<file path="src/rtl/i2c_mst_pkg.sv">
package i2c_mst_pkg;
  typedef enum logic [1:0] {
    ST_IDLE,
    ST_START,
    ST_BITS,
    ST_STOP
  } state_e;

  typedef enum logic [1:0] {
    SEG_ADDR,
    SEG_WR,
    SEG_RD
  } seg_e;

  localparam int unsigned BYTE_W   = 8;
  localparam int unsigned BITCNT_W = 4;
  localparam logic [BITCNT_W-1:0] ACK_SLOT = BITCNT_W'(BYTE_W);
endpackage

</file>
<file path="src/rtl/i2c_qtr_tick.sv">
module i2c_qtr_tick #(
  parameter int unsigned DIV_W = 16
) (
  input  logic             clk_i,
  input  logic             rst_ni,
  input  logic             en_i,
  input  logic [DIV_W-1:0] div_i,
  output logic             tick_o,
  output logic [1:0]       phase_o
);
  logic [DIV_W-1:0] cnt_q;
  logic [1:0]       ph_q;

  assign tick_o  = en_i && (cnt_q == div_i);
  assign phase_o = ph_q;

  always_ff @(posedge clk_i or negedge rst_ni) begin
    if (!rst_ni) begin
      cnt_q <= '0;
      ph_q  <= '0;
    end else if (!en_i) begin
      cnt_q <= '0;
      ph_q  <= '0;
    end else if (tick_o) begin
      cnt_q <= '0;
      ph_q  <= ph_q + 2'd1;
    end else begin
      cnt_q <= cnt_q + DIV_W'(1);
    end
  end

  // quarter periods longer than one cycle never tick back to back
  p_tick_gap_r5: assert property (@(posedge clk_i) disable iff (!rst_ni)
    (tick_o && (div_i != '0)) |=> !tick_o);
endmodule

</file>
<file path="src/rtl/i2c_byte_shift.sv">
module i2c_byte_shift #(
  parameter int unsigned W = 8
) (
  input  logic         clk_i,
  input  logic         rst_ni,
  input  logic         load_i,
  input  logic [W-1:0] load_val_i,
  input  logic         shift_i,
  input  logic         bit_i,
  output logic [W-1:0] q_o
);
  logic [W-1:0] q_q;

  assign q_o = q_q;

  always_ff @(posedge clk_i or negedge rst_ni) begin
    if (!rst_ni)      q_q <= '0;
    else if (load_i)  q_q <= load_val_i;
    else if (shift_i) q_q <= {q_q[W-2:0], bit_i};
  end

  p_load_r4: assert property (@(posedge clk_i) disable iff (!rst_ni)
    load_i |=> (q_o == $past(load_val_i)));
endmodule

</file>
<file path="src/rtl/i2c_master_ctrl.sv">
module i2c_master_ctrl
  import i2c_mst_pkg::*;
#(
  parameter int unsigned DIV_W       = 16,
  parameter int unsigned CNT_W       = 8,
  parameter int unsigned SYNC_STAGES = 0
) (
  input  logic             clk_i,
  input  logic             rst_ni,
  input  logic [DIV_W-1:0] div_i,
  input  logic             go_i,
  input  logic [6:0]       addr_i,
  input  logic             rd_i,
  input  logic [CNT_W-1:0] len_i,
  input  logic [7:0]       wdata_i,
  output logic             wreq_o,
  output logic [7:0]       rdata_o,
  output logic             rvalid_o,
  output logic             busy_o,
  output logic             done_o,
  output logic             addr_nack_o,
  output logic             data_nack_o,
  output logic [CNT_W-1:0] nack_idx_o,
  output logic             scl_oe_o,
  output logic             sda_oe_o,
  input  logic             sda_i
);
  state_e              state_q;
  seg_e                seg_q;
  logic [BITCNT_W-1:0] bit_cnt_q;
  logic [CNT_W-1:0]    byte_idx_q, len_q;
  logic [DIV_W-1:0]    div_q;
  logic                rd_q, ack_q, sda_oe_q;
  logic [7:0]          rdata_q;
  logic                rvalid_q, wreq_q, done_q;
  logic                addr_nack_q, data_nack_q;
  logic [CNT_W-1:0]    nack_idx_q;

  logic       tick;
  logic [1:0] phase;
  logic       adv, samp, set_sda, start_low;
  logic       sda_s;
  logic [7:0] sh_q;
  logic       sh_load, sh_shift;
  logic [7:0] sh_val;
  logic       last_byte, tx_bit, ack_slot;

  // optional input synchronizer
  generate
    if (SYNC_STAGES == 0) begin : g_nosync
      assign sda_s = sda_i;
    end else begin : g_sync
      logic [SYNC_STAGES-1:0] sync_q;
      always_ff @(posedge clk_i or negedge rst_ni) begin
        if (!rst_ni) sync_q <= '1;
        else         sync_q <= {sync_q[SYNC_STAGES-2+1-1:0], sda_i} >> 0;
      end
      assign sda_s = sync_q[SYNC_STAGES-1];
    end
  endgenerate

  i2c_qtr_tick #(.DIV_W(DIV_W)) u_tick (
    .clk_i  (clk_i),
    .rst_ni (rst_ni),
    .en_i   (state_q != ST_IDLE),
    .div_i  (div_q),
    .tick_o (tick),
    .phase_o(phase)
  );

  assign adv       = tick && (phase == 2'd3);
  assign samp      = tick && (phase == 2'd2);
  assign set_sda   = tick && (phase == 2'd0);
  assign start_low = tick && (phase == 2'd1);
  assign ack_slot  = (bit_cnt_q == ACK_SLOT);
  assign last_byte = (byte_idx_q == len_q - CNT_W'(1));

  always_comb begin
    if (ack_slot)              tx_bit = (seg_q == SEG_RD) ? last_byte : 1'b1;
    else if (seg_q == SEG_RD)  tx_bit = 1'b1;
    else                       tx_bit = sh_q[7];
  end

  // next-byte load decision at the end of a ninth clock
  logic next_wr;
  always_comb begin
    next_wr = 1'b0;
    if (adv && (state_q == ST_BITS) && ack_slot) begin
      if (seg_q == SEG_ADDR) next_wr = !ack_q && (len_q != '0) && !rd_q;
      if (seg_q == SEG_WR)   next_wr = !ack_q && !last_byte;
    end
  end

  logic go_ok;
  assign go_ok    = go_i && (state_q == ST_IDLE);
  assign sh_load  = go_ok || next_wr;
  assign sh_val   = go_ok ? {addr_i, rd_i} : wdata_i;
  assign sh_shift = (state_q == ST_BITS) && !ack_slot &&
                    (((seg_q != SEG_RD) && adv) || ((seg_q == SEG_RD) && samp));

  i2c_byte_shift #(.W(8)) u_shift (
    .clk_i     (clk_i),
    .rst_ni    (rst_ni),
    .load_i    (sh_load),
    .load_val_i(sh_val),
    .shift_i   (sh_shift),
    .bit_i     (sda_s),
    .q_o       (sh_q)
  );

  always_ff @(posedge clk_i or negedge rst_ni) begin
    if (!rst_ni) begin
      state_q     <= ST_IDLE;
      seg_q       <= SEG_ADDR;
      bit_cnt_q   <= '0;
      byte_idx_q  <= '0;
      len_q       <= '0;
      div_q       <= '0;
      rd_q        <= 1'b0;
      ack_q       <= 1'b1;
      sda_oe_q    <= 1'b0;
      rdata_q     <= '0;
      rvalid_q    <= 1'b0;
      wreq_q      <= 1'b0;
      done_q      <= 1'b0;
      addr_nack_q <= 1'b0;
      data_nack_q <= 1'b0;
      nack_idx_q  <= '0;
    end else begin
      rvalid_q <= 1'b0;
      wreq_q   <= next_wr;
      done_q   <= 1'b0;

      if (samp && (state_q == ST_BITS) && ack_slot) ack_q <= sda_s;

      // SDA moves only inside the SCL-low window, or for START/STOP
      if (set_sda && (state_q == ST_BITS)) sda_oe_q <= !tx_bit;
      if (set_sda && (state_q == ST_STOP)) sda_oe_q <= 1'b1;
      if (start_low && (state_q == ST_START)) sda_oe_q <= 1'b1;

      unique case (state_q)
        ST_IDLE: begin
          if (go_i) begin
            state_q     <= ST_START;
            rd_q        <= rd_i;
            len_q       <= len_i;
            div_q       <= div_i;
            byte_idx_q  <= '0;
            addr_nack_q <= 1'b0;
            data_nack_q <= 1'b0;
            nack_idx_q  <= '0;
          end
        end
        ST_START: begin
          if (adv) begin
            state_q   <= ST_BITS;
            seg_q     <= SEG_ADDR;
            bit_cnt_q <= '0;
          end
        end
        ST_BITS: begin
          if (adv) begin
            if (!ack_slot) begin
              bit_cnt_q <= bit_cnt_q + BITCNT_W'(1);
            end else begin
              bit_cnt_q <= '0;
              unique case (seg_q)
                SEG_ADDR: begin
                  if (ack_q) begin
                    addr_nack_q <= 1'b1;
                    state_q     <= ST_STOP;
                  end else if (len_q == '0) begin
                    state_q <= ST_STOP;
                  end else begin
                    byte_idx_q <= '0;
                    seg_q      <= rd_q ? SEG_RD : SEG_WR;
                  end
                end
                SEG_WR: begin
                  if (ack_q) begin
                    data_nack_q <= 1'b1;
                    nack_idx_q  <= byte_idx_q;
                    state_q     <= ST_STOP;
                  end else if (last_byte) begin
                    state_q <= ST_STOP;
                  end else begin
                    byte_idx_q <= byte_idx_q + CNT_W'(1);
                  end
                end
                default: begin
                  rdata_q  <= sh_q;
                  rvalid_q <= 1'b1;
                  if (last_byte) state_q <= ST_STOP;
                  else           byte_idx_q <= byte_idx_q + CNT_W'(1);
                end
              endcase
            end
          end
        end
        default: begin
          if (adv) begin
            state_q  <= ST_IDLE;
            sda_oe_q <= 1'b0;
            done_q   <= 1'b1;
          end
        end
      endcase
    end
  end

  assign scl_oe_o    = ((state_q == ST_BITS) || (state_q == ST_STOP)) && !phase[1];
  assign sda_oe_o    = sda_oe_q;
  assign busy_o      = (state_q != ST_IDLE);
  assign done_o      = done_q;
  assign wreq_o      = wreq_q;
  assign rvalid_o    = rvalid_q;
  assign rdata_o     = rdata_q;
  assign addr_nack_o = addr_nack_q;
  assign data_nack_o = data_nack_q;
  assign nack_idx_o  = nack_idx_q;

  p_bus_idle_r1: assert property (@(posedge clk_i) disable iff (!rst_ni)
    !busy_o |-> (!scl_oe_o && !sda_oe_o && !wreq_o && !rvalid_o));

  p_start_order_r2: assert property (@(posedge clk_i) disable iff (!rst_ni)
    (state_q == ST_START) |-> !scl_oe_o);

  p_sda_not_with_scl_r3: assert property (@(posedge clk_i) disable iff (!rst_ni)
    !$stable(sda_oe_o) |-> $stable(scl_oe_o));

  p_sda_low_window_r3: assert property (@(posedge clk_i) disable iff (!rst_ni)
    (!$stable(sda_oe_o) && !scl_oe_o) |-> ((state_q == ST_START) || (state_q == ST_IDLE)));

  p_wreq_write_r6: assert property (@(posedge clk_i) disable iff (!rst_ni)
    wreq_o |-> (!rd_q && busy_o));

  p_rvalid_read_r7: assert property (@(posedge clk_i) disable iff (!rst_ni)
    rvalid_o |-> rd_q);

  p_addr_nack_stop_r8: assert property (@(posedge clk_i) disable iff (!rst_ni)
    (addr_nack_o && busy_o) |-> ((state_q == ST_STOP) && !wreq_o && !rvalid_o));

  p_data_nack_stop_r9: assert property (@(posedge clk_i) disable iff (!rst_ni)
    (data_nack_o && busy_o) |-> (state_q == ST_STOP));

  p_done_pulse_r10: assert property (@(posedge clk_i) disable iff (!rst_ni)
    done_o |-> (!busy_o && $past(busy_o)));

  p_go_ignored_r12: assert property (@(posedge clk_i) disable iff (!rst_ni)
    (busy_o && go_i) |=> ($stable(rd_q) && $stable(len_q)));
endmodule

</file>
<file path="config.mk">
export PLATFORM = sky130hd
export DESIGN_NAME = i2c_master_ctrl
export DESIGN_NICKNAME = d
export VERILOG_FILES = /design/src/rtl/i2c_mst_pkg.sv /design/src/rtl/i2c_qtr_tick.sv /design/src/rtl/i2c_byte_shift.sv /design/src/rtl/i2c_master_ctrl.sv
export SDC_FILE = /design/constraint.sdc
export NUM_CORES = 1
export LEC_CHECK = 0
export BUFFER_PORTS_ARGS = -buffer_cell sky130_fd_sc_hd__buf_2
export CAP_MARGIN = 30
export CORE_MARGIN = 5
export CORE_UTILIZATION = 62
export DETAILED_ROUTE_END_ITERATION = 10
export PLACE_DENSITY = 0.93
export SYNTH_ARGS = -nofsm -noshare
export SYNTH_HDL_FRONTEND = slang
export SYNTH_SLANG_ARGS = --single-unit
export TNS_END_PERCENT = 30
</file>
<file path="constraint.sdc">
create_clock -name clk_i -period 5.8 [get_ports clk_i]
set_clock_uncertainty 0.05 [all_clocks]
set_input_delay 0.29 -clock clk_i [delete_from_list [all_inputs] [get_ports clk_i]]
set_output_delay 0.29 -clock clk_i [all_outputs]
set_load 0.01 [all_outputs]
</file>
==> flow_summary.yaml, run 1 <==
critical_path:
  required_ns: 6.02
  setup.worst_path.end_class: "flop"
  cp-start-kind: "flop"
  worst-endpoint-arrival_ns: 3.44
  path_cells: "xnor2_1, nand4_1, nor4_2, a31oi_1, a21o_1, or3_1, o31ai_2"
  cp_slowest_cell: "nor4_2"
  path_class: "flop to flop"
  path_max_fanout: 12
  slowest_delay_ns: 0.89
place:
  gp_congestion: 0.8999
  dpl_cell_area_um2: 5087
  dpl.hpwl_um: 8004
  io_buffers: 67
  pre_cts_ws_ns: 2.659
finish:
  nNetsFinal: 604
  layout-drive-gt1-share: 0.1946
  areaGrowthSynthToFinish_pct: 12.57
  n_antenna_cell: 0
  final_area_um2: 5311
clocking:
  clkLatencyLatePin_ns: 0.36
  cts_root_buffer: "clkbuf_8"
  numCtsBuffers: 9
  cts_tree: "done"
  cts.reportedPaths.clkPinSlew_ns: 0.09
  cts_max_level: 3
  post_cts_buffers: 0
  clock-sinks: 90
  cts.path.max_buffers: 2
timing:
  period_share: 0.5564
  layout_min_cycle_time_ns: 3.227
  drv_slew: 0
  relSlewSlack: 0.3281
  finalSetupTns_ns: 0
  setup_viol: 0
  tightest_slew_ns: 0.9995
  rsz0062_at_grt: "no"
  fmax_mhz: 309.9
  fin_ws_ns: 2.573
  final-hold-violation-count: 0
route:
  drt_iter0_markers: 287
  wirelength_um: 11310
  wl_per_cell_um: 17.29
  vias: 3987
  ant_nets: 0
  vias_per_cell: 6.096
  post-route-drc-count: 0
  drtPass1Iterations: 7
synthesis:
  synth_cell_types: 54
  yosys-top-cells-count: "dfrtp_1, nand2_1, nor2_1"
  ys_warn_count: 0
  netlist_area_um2: 4718
  synthFlopType: "dfrtp_1"
  synth_top_area_share: 0.4720
  synth_cells: 493
  postSynthNetCount: 547
  synth_edf_count: 0
  ys_ff_latch: 90
  async_flop_share: 1.000
  synth.area.top_cells: "dfrtp_1, nand2_1, xnor2_1, ha_1, nand3_1"
  syn_area_per_cell_um2: 9.571
  ys_seq_area_frac: 0.4776
  synth_top_cell_by_area: "dfrtp_1"
power_and_ir_drop:
  switchingPower_uw: 400.0
  netSwitchingFraction: 0.2888
  p_comb_frac: 0.150
  p_clk_frac: 0.328
  p_per_area_nw_per_um2: 260.8
  p_leak_uw: 0.002521
  p_seq_frac: 0.523
  internal-power_uw: 985.1
  vdd_ir_drop_max_mv: 0.1633
floorplan:
  core_um2: 7331
  ios: 68
  dieWidth_um: 97.24
  start_util: 0.6436
  row_count: 31
  die-area_um2: 9455
  die_y_um: 97.24
global_route:
  grt_max_degree: 68
  grt_pass1_vias: 3976
  antenna_found_initial: 0
  grt_pass1_wl_um: 19020
  grt_overflow: 0
  grt.total_usage: 0.2432
worst_hold_path:
  hold_path_class: "input port to flop"
run:
  cap_violations: 0
outcome:
  status: "complete, no violations"
==> metrics by stage <==
stage | total power, µW | hold slack, ns | utilization | instances
floorplan | 862.1 | -0.05559 | - | 493
global placement | 922.4 | 0.1532 | 0.6940 | 637
detailed placement | 937.6 | 0.1518 | 0.6940 | 637
CTS | 1388 | 0.05793 | 0.7245 | 654
global route | 1451 | 0.06167 | 0.7245 | 654
finish | 1385 | 0.06272 | 0.7245 | 654
==> state kept, by name, summed over array words and instances (netlist names), 2 cells and up <==
register	count
div_q	16
u_tick.cnt_q	16
byte_idx_q	8
len_q	8
nack_idx_o	8
rdata_o	8
u_shift.q_o	8
bit_cnt_q	4
seg_q	2
state_q	2
u_tick.phase_o	2
==> critical path: cells and delay by family (launching register included) <==
kind,cells,cell delay [ns]
AOI/OAI and AO/OA,3,0.82
xor gates and xnor gates,1,0.23
DFF,1,0.46
and+or+nand+nor,3,1.56
==> cell usage in the layout, fill, tap and decap left out, types with 10 or more instances in the layout <==
cell      count
nand3_1      24
o21ai_0      23
nor2_1       29
ha_1         10
a22o_1       12
buf_2        66
inv_1        19
xnor2_1      27
nand2_1      89
clkbuf_8     11
dfrtp_1      89
==> per-layer routing <==
layer / wire, µm / global-route usage / vias up
met5: 0 / 0 / -
met3: 884 / 0.06030 / 29
met4: 233 / 0.08946 / 0
met1: 4643 / 0.3216 / 1943
li1: - / - / 1832
met2: 5549 / 0.3896 / 183
==> power by group through the flow <==
stage          clock [µW]  sequential [µW]  combinational [µW]
4_1_cts               458              723                 208
5_1_grt               485              730                 235
2_1_floorplan           0              719                 143
3_5_place_dp            0              734                 203
6_report              454              724                 207
3_3_place_gp            0              731                 191
==> cells by family after synthesis <==
| family | Yosys count | share of synthesized area |
|---|---|---|
| xor gates and xnor gates | 37 | 0.07160 |
| and+or+nand+nor | 201 | 0.2060 |
| muxes | 19 | 0.04376 |
| DFF | 90 | 0.4776 |
| adders and majority gates | 10 | 0.02652 |
| buffers and inverters | 43 | 0.03792 |
| AOI/OAI and AO/OA | 93 | 0.1366 |
==> path summary, 6_finish.rpt <==
kind	slack (ns)	start	cells after the start	end
max	2.57	u_tick.cnt_q[2]$_DFF_PN0_	7	byte_idx_q[3]$_DFFE_PN0P_
min	0.06	div_i[7]	3	div_q[7]$_DFFE_PN0P_
max reg2reg	2.57	u_tick.cnt_q[2]$_DFF_PN0_	7	byte_idx_q[3]$_DFFE_PN0P_
min reg2reg	0.46	rdata_o[5]$_DFFE_PN0P_	1	rdata_o[5]$_DFFE_PN0P_
max in group asynchronous	4.27	rst_ni	3	u_tick.cnt_q[3]$_DFF_PN0_
min in group asynchronous	0.32	rst_ni	2	byte_idx_q[1]$_DFFE_PN0P_
==> what timing repair did <==
action,4_1_cts,5_1_grt
endpoints found under the hold margin,23,0
hold buffers,1,0
gates resized for setup,0,0
==> final cells by class <==
cell class / count / area (µm²)
clock inverters: 5 / 62.56
fillers: 515 / 2019
flip-flops and latches: 90 / 2253
multi-input cells: 360 / 2286
inverters: 19 / 71.32
repair buffers: 70 / 362.8
well taps: 99 / 123.9
clock buffers: 11 / 151.4
Note: power is estimated with default switching activity, not from simulation.
==> run 2: changes to the inputs <==
CORE_UTILIZATION = 57   (was 62)
PLACE_DENSITY = 0.88   (was 0.93)
clock period = 3.22 ns   (was 5.8 ns; I/O delays follow)
==> run 2 against run 1 <==
  * Cell count up 6.3%
  * Sequential cell count unchanged
  * Register-to-register slack worse by 2.3 ns
  * Final area up 7.1%
  * Critical endpoint is now byte_idx_q[7]$_DFFE_PN0P_
  * Global-route usage up 0.86 points
  * Highest routed layer unchanged
  * Worst setup slack worse by 2.3 ns
  * Largest cell class unchanged
  * Core utilization down 2.5 points
==> flow_summary.yaml, run 2 (synthesis results as in run 1) <==
outcome:
  status: "complete, no violations"
critical_path:
  cp_slowest_cell: "or3_1"
  slowest_delay_ns: 0.54
  required_ns: 3.44
  cp-start-kind: "flop"
  setup.worst_path.end_class: "flop"
  path_max_fanout: 10
  path_class: "flop to flop"
  worst-endpoint-arrival_ns: 3.14
  path_cells: "inv_1, ha_1, xnor3_1, a32o_1, nand3_2, a2111oi_2, and4b_1, or3_1, o31ai_2"
timing:
  fmax_mhz: 342.2
  setup_viol: 0
  finalSetupTns_ns: 0
  fin_ws_ns: 0.2978
  rsz0062_at_grt: "no"
  tightest_slew_ns: 0.6851
  drv_slew: 0
  relSlewSlack: 0.5416
  layout_min_cycle_time_ns: 2.922
  period_share: 0.9075
  final-hold-violation-count: 0
clocking:
  numCtsBuffers: 9
  cts_tree: "done"
  cts.reportedPaths.clkPinSlew_ns: 0.09
  clock-sinks: 90
  cts_max_level: 3
  cts_resized: 0
  clkLatencyLatePin_ns: 0.37
  post_cts_buffers: 0
  cts.path.max_buffers: 2
  cts_root_buffer: "clkbuf_8"
  hold_buffers: 29
power_and_ir_drop:
  power_uw: 2601
  p_leak_uw: 0.002686
  vdd_ir_drop_max_mv: 0.2931
  p_per_area_nw_per_um2: 457.4
finish:
  fillCellCount: 539
  utilization: 0.6991
  nNetsFinal: 639
  n_antenna_cell: 0
  reg.largest.list: "div_q (16), u_tick.cnt_q (16)"
  multi_input_area_um2: 2286
  register_area_um2: 2253
  layout_common_cells: "nand2_1, dfrtp_1, buf_2, dlygate4sd3_1, nor2_1"
  areaGrowthSynthToFinish_pct: 20.52
  stdcell_count: 695
  layout-drive-gt1-share: 0.1932
place:
  pre_cts_ws_ns: 0.3818
  placed_cells: 648
  gp_congestion: 0.8655
  io_buffers: 67
  dpl.hpwl_um: 7696
route:
  post-route-drc-count: 0
  ant_nets: 0
  drt_iter0_markers: 317
  wl_per_cell_um: 17.17
  wirelength_um: 11930
  vias_per_cell: 5.853
  drtPass1Iterations: 7
  vias: 4068
global_route:
  antenna_found_initial: 0
  grt_max_degree: 81
  grt_pass1_vias: 4279
  grt_overflow: 0
  grt_pass1_wl_um: 20260
  grt.total_usage: 0.2518
floorplan:
  dieWidth_um: 101.0
  start_util: 0.5801
  row_count: 33
  ios: 68
  die_y_um: 101.0
  core_um2: 8134
  die-area_um2: 10200
worst_hold_path:
  hold_path_class: "input port to flop"
run:
  cap_violations: 0
==> run 2: changes by cell type in the layout (fill, tap and decap cells not counted) <==
| cell | delta |
|---|---|
| buf_16 | +1 |
| buf_4 | +5 |
| bufinv_16 | +1 |
| clkbuf_8 | -1 |
| clkinv_2 | +1 |
| clkinv_4 | -2 |
| dlygate4sd3_1 | +29 |
| inv_6 | +1 |
==> run 2: cell type report <==
class,count,area share
multi-input combinational,360,0.4020
inverter,19,0.01254
clock buffer,10,0.02420
tap,105,0.02310
timing repair buffer,105,0.1263
clock inverter,6,0.01562
sequential,90,0.3963
==> run 2: where the power goes <==
group	switching [µW]	internal [µW]	total [µW]
registers	90.5	1210	1300
clock network	421	460	881
logic	228	192	421
total	740	1860	2600
==> run 2: stage by stage <==
| stage | cell area, µm² | hold slack [ns] |
|---|---|---|
| floorplan | 4718 | -0.1846 |
| global placement | 5132 | 0.2996 |
| detailed placement | 5132 | 0.3047 |
| CTS | 5649 | 0.004944 |
| global route | 5687 | 0.003563 |
| finish | 5687 | 0.01397 |
==> run 2: worst paths after layout <==
check | to | from | cells after the start | slack (ns)
min reg2reg | nack_idx_o[1]$_DFFE_PN0P_ | nack_idx_o[1]$_DFFE_PN0P_ | 1 | 0.45
min | u_shift.q_o[2]$_DFFE_PN0P_ | wdata_i[2] | 3 | 0.01
min in group asynchronous | bit_cnt_q[1]$_DFFE_PN0P_ | rst_ni | 2 | 0.15
max reg2reg | byte_idx_q[7]$_DFFE_PN0P_ | len_q[0]$_DFFE_PN0P_ | 9 | 0.30
max in group asynchronous | div_q[6]$_DFFE_PN0P_ | rst_ni | 4 | 2.23
max | byte_idx_q[7]$_DFFE_PN0P_ | len_q[0]$_DFFE_PN0P_ | 9 | 0.30
==> run 2: critical path: cells and delay by family (launching register included) <==
kind                     cells  cell delay [ns]
AND/OR/NAND/NOR              3             0.94
AO/OA/AOI/OAI                3             0.56
flip-flops                   1             0.45
XOR/XNOR                     1             0.44
adder cells (fa/ha/maj)      1             0.25
buffers and inverters        1             0.14
==> run 2: metal layers <==
layer	vias up	global-route usage	routed length, µm
met5	-	0	0
met4	0	0.1115	416
met3	48	0.06090	919
met2	206	0.4233	6075
met1	1916	0.3076	4521
li1	1898	-	-
==> run 3: changes to the inputs <==
ABC_AREA = 1   (was not set)
CORE_UTILIZATION = 58   (was 57)
clock period = 2.75 ns   (was 3.22 ns; I/O delays follow)
==> run 3 against run 2 <==
  * Critical path depth grew 3
  * Die area grew 2.9%
  * Register-to-register slack gained 0.16 ns
  * Synthesized cell count grew 31%
  * Critical path type unchanged
  * Largest cell class unchanged
==> flow_summary.yaml, run 3 <==
finish:
  layout-drive-gt1-share: 0.1698
  layout_common_cells: "nand2_1, dfrtp_1, buf_2, inv_1, nor2_1"
  final_common_cell: "nand2_1"
  register_area_um2: 2253
  utilization: 0.7142
  fillCellCount: 617
  multi_input_area_um2: 2351
  stdcell_count: 853
  n_antenna_cell: 0
  reg.largest.list: "div_q (16), u_tick.cnt_q (16)"
  areaGrowthSynthToFinish_pct: 19.01
  nNetsFinal: 797
synthesis:
  synth_cells: 647
  async_flop_share: 1.000
  synth_edf_count: 0
  syn_area_per_cell_um2: 7.660
  synth_top_cell_by_area: "dfrtp_1"
  yosys-top-cells-count: "nand2_1, dfrtp_1, inv_1"
  ys_warn_count: 0
  synth.most_common_cell: "nand2_1"
  synth_top_area_share: 0.4494
  synthFlopType: "dfrtp_1"
  netlist_area_um2: 4956
  synth_cell_types: 38
  ys_ff_latch: 90
  synth.area.top_cells: "dfrtp_1, nand2_1, inv_1, nand3_1, nor2_1"
  postSynthNetCount: 701
  ys_seq_area_frac: 0.4547
timing:
  relSlewSlack: 0.6248
  fmax_mhz: 435.6
  rsz0062_at_grt: "no"
  final-hold-violation-count: 0
  finalSetupTns_ns: 0
  drv_slew: 0
  period_share: 0.8348
  layout_min_cycle_time_ns: 2.296
  tightest_slew_ns: 0.5577
  setup_viol: 0
place:
  dpl.hpwl_um: 8190
  placed_cells: 811
  gp_congestion: 0.9676
  io_buffers: 67
route:
  vias_per_cell: 5.389
  wl_per_cell_um: 13.78
  drt_iter0_markers: 247
  vias: 4597
  wirelength_um: 11760
  post-route-drc-count: 0
  ant_nets: 0
  drtPass1Iterations: 6
critical_path:
  cp-start-kind: "flop"
  path_delay_family: "simple AND/OR/NAND/NOR gates"
  setup.worst_path.end_class: "flop"
  crit_buf_inv: 4
  slowest_delay_ns: 0.40
  path_class: "flop to flop"
  cp_common_cell: "inv_1"
  required_ns: 3.00
  worst-endpoint-arrival_ns: 2.54
  cp_slowest_cell: "dfrtp_1"
  path_cells: "inv_1, ha_1, nand2_1, nor2_1, inv_1, nor2_4, inv_1, o21ai_1, o21ai_4, nor2_4, inv_2, o21ai_2"
  path_max_fanout: 10
floorplan:
  row_count: 33
  start_util: 0.6002
  die-area_um2: 10490
  dieWidth_um: 102.4
  die_y_um: 102.4
  ios: 68
  core_um2: 8258
worst_hold_path:
  hold_path_class: "input port to flop"
power_and_ir_drop:
  power_uw: 4686
  p_per_area_nw_per_um2: 794.5
  p_leak_uw: 0.003048
  vdd_ir_drop_max_mv: 0.4445
clocking:
  cts_root_buffer: "clkbuf_8"
  numCtsBuffers: 9
  cts.path.max_buffers: 2
  clock-sinks: 90
  post_cts_buffers: 0
  cts_resized: 0
  cts.reportedPaths.clkPinSlew_ns: 0.09
  cts_max_level: 3
  clkLatencyLatePin_ns: 0.37
  hold_buffers: 26
  cts_tree: "done"
run:
  cap_violations: 0
global_route:
  grt_pass1_vias: 4395
  grt_pass1_wl_um: 19850
  grt.total_usage: 0.2359
  antenna_found_initial: 0
  grt_overflow: 0
  grt_max_degree: 91
outcome:
  status: "complete, no violations"
==> run 3: layout make-up <==
cell class | instances | area share
inverters | 76 | 0.04879
well taps | 105 | 0.02227
clock inverters | 6 | 0.01506
clock buffers | 10 | 0.02333
flip-flops and latches | 90 | 0.3821
multi-input cells | 468 | 0.3986
repair buffers | 98 | 0.1099
==> run 3: routing by layer <==
layer / vias up / GRT usage / wire length, µm
met5: - / 0 / 0
met2: 170 / 0.4052 / 5915
met4: 0 / 0.08274 / 235
li1: 2255 / - / -
met3: 26 / 0.03208 / 753
met1: 2146 / 0.3057 / 4852
==> run 3: cell families (layout without fill, tap and decap cells) <==
family          count (synthesis)  count (layout)  share of synthesized area
fa+ha+maj                      10              10                    0.02525
buf+inv                        89             190                    0.07094
compound gates                 72              72                    0.09215
simple gates                  368             368                     0.3252
xor+xnor                       18              18                    0.03181
flops                          90              90                     0.4547
==> run 3: report_power, final <==
group	internal (µW)	switching [µW]	leakage, µW	total, µW
Combinational	598	1170	0.00175	1770
Sequential	1620	265	0.00119	1880
Clock	538	493	0.000109	1030
Total	2760	1930	0.00305	4690
==> run 3: per-stage QoR <==
stage          cell area [µm²]  setup WS (ns)  hold WS, ns
2_1_floorplan             4956         0.8597      -0.2081
3_3_place_gp              5411         0.4927       0.1643
3_5_place_dp              5411         0.5068       0.1696
5_1_grt                   5898         0.3080      0.05145
4_1_cts                   5898         0.4806      0.01185
6_report                  5898         0.4542      0.01514
==> run 3: path summary, 6_finish.rpt <==
path                                           from                         to  slack [ns]  depth (start not counted)
min                                            rd_i           rd_q$_DFFE_PN0P_        0.02                          3
min reg2reg                  rdata_o[3]$_DFFE_PN0P_     rdata_o[3]$_DFFE_PN0P_        0.43                          2
max                        bit_cnt_q[0]$_DFFE_PN0P_  nack_idx_o[3]$_DFFE_PN0P_        0.45                         12
min in group asynchronous                    rst_ni  nack_idx_o[1]$_DFFE_PN0P_        0.30                          3
max in group asynchronous                    rst_ni          ack_q$_DFFE_PN1P_        1.98                          3
max reg2reg                bit_cnt_q[0]$_DFFE_PN0P_  nack_idx_o[3]$_DFFE_PN0P_        0.45                         12
==> run 3: worst register-to-register path, cell delays in order, from the launching register on <==
cell	delay [ns]
dfrtp_1	0.40
inv_1	0.10
ha_1	0.15
nand2_1	0.05
nor2_1	0.28
inv_1	0.18
nor2_4	0.17
inv_1	0.08
o21ai_1	0.23
o21ai_4	0.16
nor2_4	0.16
inv_2	0.09
o21ai_2	0.11
